<file path="config.mk">
export PLATFORM = sky130hd
export DESIGN_NAME = mcyc_seq
export DESIGN_NICKNAME = d
export VERILOG_FILES = /design/src/rtl/mcs_pkg.sv /design/src/rtl/mcs_rst_filter.sv /design/src/rtl/mcs_tstate_fsm.sv /design/src/rtl/mcs_bus_drive.sv /design/src/rtl/mcyc_seq.sv
export SDC_FILE = /design/constraint.sdc
export NUM_CORES = 1
export LEC_CHECK = 0
export ABC_CLOCK_PERIOD_IN_PS = 4000
export CORE_AREA = 5 5 93 95
export DETAILED_ROUTE_END_ITERATION = 16
export DIE_AREA = 0 0 98 100
export GPL_TIMING_DRIVEN = 0
export SLEW_MARGIN = 25
export SYNTH_ARGS = -nofsm -noshare
export SYNTH_HDL_FRONTEND = slang
export SYNTH_SLANG_ARGS = --single-unit
export TNS_END_PERCENT = 5
</file>
<file path="constraint.sdc">
create_clock -name clk -period 4 [get_ports clk]
set_clock_uncertainty 0.2 [all_clocks]
set_input_delay 0.8 -clock clk [delete_from_list [all_inputs] [get_ports clk]]
set_output_delay 0.8 -clock clk [all_outputs]
set_load 0.05 [all_outputs]
</file>
<file path="src/rtl/mcs_pkg.sv">
package mcs_pkg;

  typedef enum logic [2:0] {
    CY_OPF   = 3'd0,
    CY_MRD   = 3'd1,
    CY_MWR   = 3'd2,
    CY_IORD  = 3'd3,
    CY_IOWR  = 3'd4,
    CY_INTA  = 3'd5,
    CY_BIDLE = 3'd6,
    CY_RSV   = 3'd7
  } cyc_e;

  typedef enum logic [2:0] {
    TS_I = 3'd0,
    TS_1 = 3'd1,
    TS_2 = 3'd2,
    TS_3 = 3'd3,
    TS_4 = 3'd4,
    TS_5 = 3'd5,
    TS_6 = 3'd6,
    TS_W = 3'd7
  } ts_e;

  function automatic logic is_bidle(cyc_e c);
    return (c == CY_BIDLE) || (c == CY_RSV);
  endfunction

  function automatic logic is_rd(cyc_e c);
    return (c == CY_OPF) || (c == CY_MRD) || (c == CY_IORD);
  endfunction

  function automatic logic is_wr(cyc_e c);
    return (c == CY_MWR) || (c == CY_IOWR);
  endfunction

  // {io_m, s1, s0}
  function automatic logic [2:0] status_of(cyc_e c);
    logic [2:0] s;
    case (c)
      CY_OPF:  s = 3'b011;
      CY_MRD:  s = 3'b010;
      CY_MWR:  s = 3'b001;
      CY_IORD: s = 3'b110;
      CY_IOWR: s = 3'b101;
      CY_INTA: s = 3'b111;
      default: s = 3'b000;
    endcase
    return s;
  endfunction

endpackage

</file>
<file path="src/rtl/mcs_rst_filter.sv">
module mcs_rst_filter #(
  parameter int MIN_LOW = 3
) (
  input  logic clk,
  input  logic rst,
  input  logic rst_in_n,
  output logic rst_now,
  output logic rst_out
);
  localparam int CW = $clog2(MIN_LOW + 1);

  logic [CW-1:0] cnt_q;
  logic [CW:0]   cnt_inc;

  assign cnt_inc = {1'b0, cnt_q} + 1'b1;
  assign rst_now = !rst_in_n && (rst_out || (cnt_inc >= (CW+1)'(MIN_LOW)));

  always_ff @(posedge clk) begin
    if (rst) begin
      cnt_q   <= '0;
      rst_out <= 1'b0;
    end else begin
      if (rst_in_n)
        cnt_q <= '0;
      else if (cnt_q != CW'(MIN_LOW))
        cnt_q <= cnt_q + 1'b1;
      rst_out <= rst_now;
    end
  end
endmodule

</file>
<file path="src/rtl/mcs_tstate_fsm.sv">
module mcs_tstate_fsm
  import mcs_pkg::*;
#(
  parameter int AW = 16,
  parameter int DW = 8
) (
  input  logic          clk,
  input  logic          rst,
  input  logic          hold_idle,
  input  logic          req_valid,
  input  cyc_e          req_type,
  input  logic          req_long,
  input  logic [AW-1:0] req_addr,
  input  logic [DW-1:0] req_wdata,
  input  logic          ready,
  output ts_e           st_q,
  output ts_e           st_nx,
  output cyc_e          ty_nx,
  output logic [AW-1:0] addr_nx,
  output logic [DW-1:0] wd_nx
);
  cyc_e          ty_q;
  logic          lng_q;
  logic [AW-1:0] addr_q;
  logic [DW-1:0] wd_q;
  logic          last, start, go_on;

  always_comb begin
    last  = ((st_q == TS_3) && (ty_q != CY_OPF)) ||
            ((st_q == TS_4) && !lng_q) ||
            (st_q == TS_6);
    start = req_valid && !hold_idle && ((st_q == TS_I) || last);
    go_on = ready || is_bidle(ty_q);
    case (st_q)
      TS_I:       st_nx = start ? TS_1 : TS_I;
      TS_1:       st_nx = TS_2;
      TS_2, TS_W: st_nx = go_on ? TS_3 : TS_W;
      TS_3:       st_nx = (ty_q == CY_OPF) ? TS_4 : (start ? TS_1 : TS_I);
      TS_4:       st_nx = lng_q ? TS_5 : (start ? TS_1 : TS_I);
      TS_5:       st_nx = TS_6;
      TS_6:       st_nx = start ? TS_1 : TS_I;
      default:    st_nx = TS_I;
    endcase
    if (hold_idle) st_nx = TS_I;
    ty_nx   = start ? req_type  : ty_q;
    addr_nx = start ? req_addr  : addr_q;
    wd_nx   = start ? req_wdata : wd_q;
  end

  always_ff @(posedge clk) begin
    if (rst) begin
      st_q   <= TS_I;
      ty_q   <= CY_BIDLE;
      lng_q  <= 1'b0;
      addr_q <= '0;
      wd_q   <= '0;
    end else begin
      st_q <= st_nx;
      if (start) begin
        ty_q   <= req_type;
        lng_q  <= req_long;
        addr_q <= req_addr;
        wd_q   <= req_wdata;
      end
    end
  end
endmodule

</file>
<file path="src/rtl/mcs_bus_drive.sv">
module mcs_bus_drive
  import mcs_pkg::*;
#(
  parameter int AW = 16,
  parameter int DW = 8
) (
  input  logic             clk,
  input  logic             rst,
  input  ts_e              st_nx,
  input  cyc_e             ty_nx,
  input  logic [AW-1:0]    addr_nx,
  input  logic [DW-1:0]    wd_nx,
  output logic             ale,
  output logic             rd_n,
  output logic             wr_n,
  output logic             inta_n,
  output logic [2:0]       stat,
  output logic [AW-DW-1:0] a_hi,
  output logic [DW-1:0]    ad_out,
  output logic             ad_oe
);
  localparam int HW = AW - DW;

  logic          busy, bus_on, strobe_win, oe_nx;
  logic [DW-1:0] ad_nx;

  always_comb begin
    busy       = (st_nx != TS_I);
    bus_on     = busy && !is_bidle(ty_nx);
    strobe_win = (st_nx == TS_2) || (st_nx == TS_W);
    oe_nx      = bus_on && ((st_nx == TS_1) || (is_wr(ty_nx) && (st_nx != TS_1)));
    if (!oe_nx)            ad_nx = '0;
    else if (st_nx == TS_1) ad_nx = addr_nx[DW-1:0];
    else                   ad_nx = wd_nx;
  end

  always_ff @(posedge clk) begin
    if (rst) begin
      ale    <= 1'b0;
      rd_n   <= 1'b1;
      wr_n   <= 1'b1;
      inta_n <= 1'b1;
      stat   <= 3'b000;
      a_hi   <= '0;
      ad_out <= '0;
      ad_oe  <= 1'b0;
    end else begin
      ale    <= bus_on && (st_nx == TS_1);
      rd_n   <= !(strobe_win && busy && is_rd(ty_nx));
      wr_n   <= !(strobe_win && busy && is_wr(ty_nx));
      inta_n <= !(strobe_win && busy && (ty_nx == CY_INTA));
      stat   <= busy ? status_of(ty_nx) : 3'b000;
      a_hi   <= bus_on ? addr_nx[AW-1:DW] : HW'(0);
      ad_out <= ad_nx;
      ad_oe  <= oe_nx;
    end
  end
endmodule

</file>
<file path="src/rtl/mcyc_seq.sv">
module mcyc_seq
  import mcs_pkg::*;
#(
  parameter int ADDR_W  = 16,
  parameter int DATA_W  = 8,
  parameter int RST_MIN = 3
) (
  input  logic                     clk,
  input  logic                     rst,
  input  logic                     rst_in_n,
  input  logic                     req_valid,
  input  logic [2:0]               req_type,
  input  logic                     req_long,
  input  logic [ADDR_W-1:0]        req_addr,
  input  logic [DATA_W-1:0]        req_wdata,
  input  logic                     ready,
  output logic                     rst_out,
  output logic [2:0]               t_state,
  output logic                     ale,
  output logic                     rd_n,
  output logic                     wr_n,
  output logic                     inta_n,
  output logic                     io_m,
  output logic                     s1,
  output logic                     s0,
  output logic [ADDR_W-DATA_W-1:0] a_hi,
  output logic [DATA_W-1:0]        ad_out,
  output logic                     ad_oe
);
  logic              rst_now;
  ts_e               st_q, st_nx;
  cyc_e              ty_nx;
  logic [ADDR_W-1:0] addr_nx;
  logic [DATA_W-1:0] wd_nx;
  logic [2:0]        stat;

  mcs_rst_filter #(.MIN_LOW(RST_MIN)) u_rst (
    .clk(clk), .rst(rst), .rst_in_n(rst_in_n),
    .rst_now(rst_now), .rst_out(rst_out)
  );

  mcs_tstate_fsm #(.AW(ADDR_W), .DW(DATA_W)) u_fsm (
    .clk(clk), .rst(rst), .hold_idle(rst_now),
    .req_valid(req_valid), .req_type(cyc_e'(req_type)), .req_long(req_long),
    .req_addr(req_addr), .req_wdata(req_wdata), .ready(ready),
    .st_q(st_q), .st_nx(st_nx), .ty_nx(ty_nx), .addr_nx(addr_nx), .wd_nx(wd_nx)
  );

  mcs_bus_drive #(.AW(ADDR_W), .DW(DATA_W)) u_drv (
    .clk(clk), .rst(rst), .st_nx(st_nx), .ty_nx(ty_nx),
    .addr_nx(addr_nx), .wd_nx(wd_nx),
    .ale(ale), .rd_n(rd_n), .wr_n(wr_n), .inta_n(inta_n), .stat(stat),
    .a_hi(a_hi), .ad_out(ad_out), .ad_oe(ad_oe)
  );

  assign t_state = st_q;
  assign io_m    = stat[2];
  assign s1      = stat[1];
  assign s0      = stat[0];
endmodule

</file>
==> metrics.csv <==
metric;value;unit
htree depth;2;
CP max stage delay;500;ps
crit path kind;in2reg;
vias in the first global route;1858;
post-layout net count;345;
Die W;98;µm
Root Buffer;clkbuf_8;
post-CTS resize count;0;
status;finished, final reports clean;
setup TNS;0;ps
Clk network pwr share;21.4;%
core area;7647;µm²
CP arrival;2650;ps
hold_ws;260.2;ps
register area share after synthesis;44.52;%
Synth top area share;44.52;%
Final Max Slew Viols;0;
Pwr Total;1640;µW
drt via density;4.614;
n_diodes;0;
Max clock buf depth;2;
Post-synth EDFFs;0;
peak supply drop;186.5;µV
fraction of registers with async set/reset;0;%
Final Wtd Congestion;0.8061;
Tmin final;2663;ps
final worst slack;1337;ps
Post-Syn Nets;282;
worst-path maximum fanout;10;
power share of the sequential group;36.5;%
hpwl dp;4.142;mm
die height;100;µm
critical path endpoint category;register;
synth cell count leaders;dfxtp_1, nand2_1, nor2_1;
DRT Pass-1 Iters;4;
netlist area before placement;2248;µm²
hold path cells;2;
DR WL/cell;13.34;µm
hold_buf cts;0;
total congestion overflow;0;
CTS tree;yes;
reg2reg path depth;8;
Comb power frac;42.1;%
worst endpoint required time;3980;ps
Slew Limit Headroom;49.67;%
fmax;375.6;MHz
PwrDens;538.1;nW/µm²
number of synthesized register bits;50;
Place WS;989.2;ps
Worst-path clk slew;90;ps
cell count after synthesis;246;
P_int;1005;µW
detailed-route via count;1901;
drt total wl;5.498;mm
leakage power;0.001130;µW
Slowest-stage cell, CP;clkdlybuf4s50_1;
Worst setup SP type;primary input;
I/O Pins;61;
final hold violations;0;
final antenna-violating net count;0;
RSZ-0062 raised after global routing;false;
clk sinks;50;
post-synth cell types;50;
Iteration-0 DRC Markers;71;
cts bufs inserted;5;
# DRC;0;
Synth area leaders;dfxtp_1, nand2_1, nor3_2;
Die Area;9800;µm²
share of cells above drive strength 1;14.19;%
sw frac;38.70;%
HP Class;reg2reg;
PortBufs;56;
Net Sw Power;634.5;µW
endpoints failing setup;0;
Initial Utilization;29.40;%
Skew-Pair Late Insertion Delay;290;ps
max cap viols;0;
largest net degree at the start of global routing;16;
post-synth top area cell;dfxtp_1;
Finished Core Util;39.84;%
Avg Synthesized Cell Area;9.140;µm²
overall routing resource usage;11.32;%
most frequent cell after synthesis;dfxtp_1;
antenna violations before repair;0;
Area growth syn-to-layout;35.50;%
Setup Buffers After CTS;0;
Row Count;32;
Period Utilization, post-route;66.57;%
Post-synth top flop;dfxtp_1;
worst path cell trace;clkdlybuf4s50_1 > a21oi_1 > o31ai_1 > a221oi_1 > nor4b_2 > buf_2 > nor3_2;
first-pass GRT wire length;9.073;mm
Slew @ Worst Pin;753.4;ps
Synth warnings;0;
-- worst paths after layout --
kind                                     start             to  slack [ps]
worst max-delay path                     ready  u_drv.a_hi[0]        1340
worst min-delay path             u_fsm.wd_q[5]  u_fsm.wd_q[5]         260
worst max register to register  u_rst.cnt_q[0]   u_drv.inta_n        1410
worst min register to register   u_fsm.wd_q[5]  u_fsm.wd_q[5]         260
-- routing by layer --
layer	share of wire (%)	track usage, %	routed length (µm)
met2	45	17.38	2463
met1	46	14.84	2529
met4	1.5	3.514	80
met3	7.7	4.170	425
met5	0	0	0
-- worst max-delay path: cells and delay by family --
| family | cells | cell delay (ps) |
|---|---|---|
| simple gates | 2 | 510 |
| buf+inv | 2 | 880 |
| compound gates | 3 | 450 |
-- layout make-up --
cell class,count,area (µm²)
Timing Repair Buffer,56,560.5
Clock buffer,6,72.57
Multi-Input combinational cell,167,1094
Sequential cell,50,1001
Buffer,22,127.6
Tap cell,102,127.6
Fill cell,766,4601
Inverter,7,26.28
Clock inverter,2,37.54
-- state kept, by name, summed over array words and instances (netlist names), 2 cells and up --
signal / count
u_fsm.addr_q: 8
u_fsm.wd_q: 8
u_drv.ad_out: 8
u_fsm.ty_q: 3
u_fsm.st_q: 3
u_drv.stat: 3
u_rst.cnt_q: 2
u_drv.a_hi: 8
-- power groups by stage --
stage / logic [µW] / registers [µW] / clock network [µW]
finish: 691 / 598 / 351
floorplan: 351 / 751 / 0
global placement: 695 / 608 / 0
detailed placement: 696 / 610 / 0
CTS: 698 / 599 / 365
global route: 750 / 608 / 387
-- cell families after synthesis --
kind of cell    share of synthesized area (%)
fa+ha+maj                               1.670
compound gates                          15.97
simple gates                            25.38
flops                                   44.52
mux                                     4.452
buf+inv                                 6.845
xor+xnor                                1.169
-- metrics by stage --
step	cells	area, µm²
2_1_floorplan	246	2248
3_3_place_gp	404	2937
3_5_place_dp	404	2937
4_1_cts	412	3047
5_1_grt	412	3047
6_report	412	3047
-- cells in the final DEF (no fill, tap or decap), drive strengths merged, types with 3 or more instances in the layout --
master and n:
buf 15, nand2b 3, and2 3, nor3 22, a21oi 16, o211ai 4, inv 7, dfxtp 50
mux2i 10, nand2 44, a211oi 9, clkdlybuf4s50 56, ha 3, clkbuf 13, nor2 16
Power figures use the tool's default switching activity.
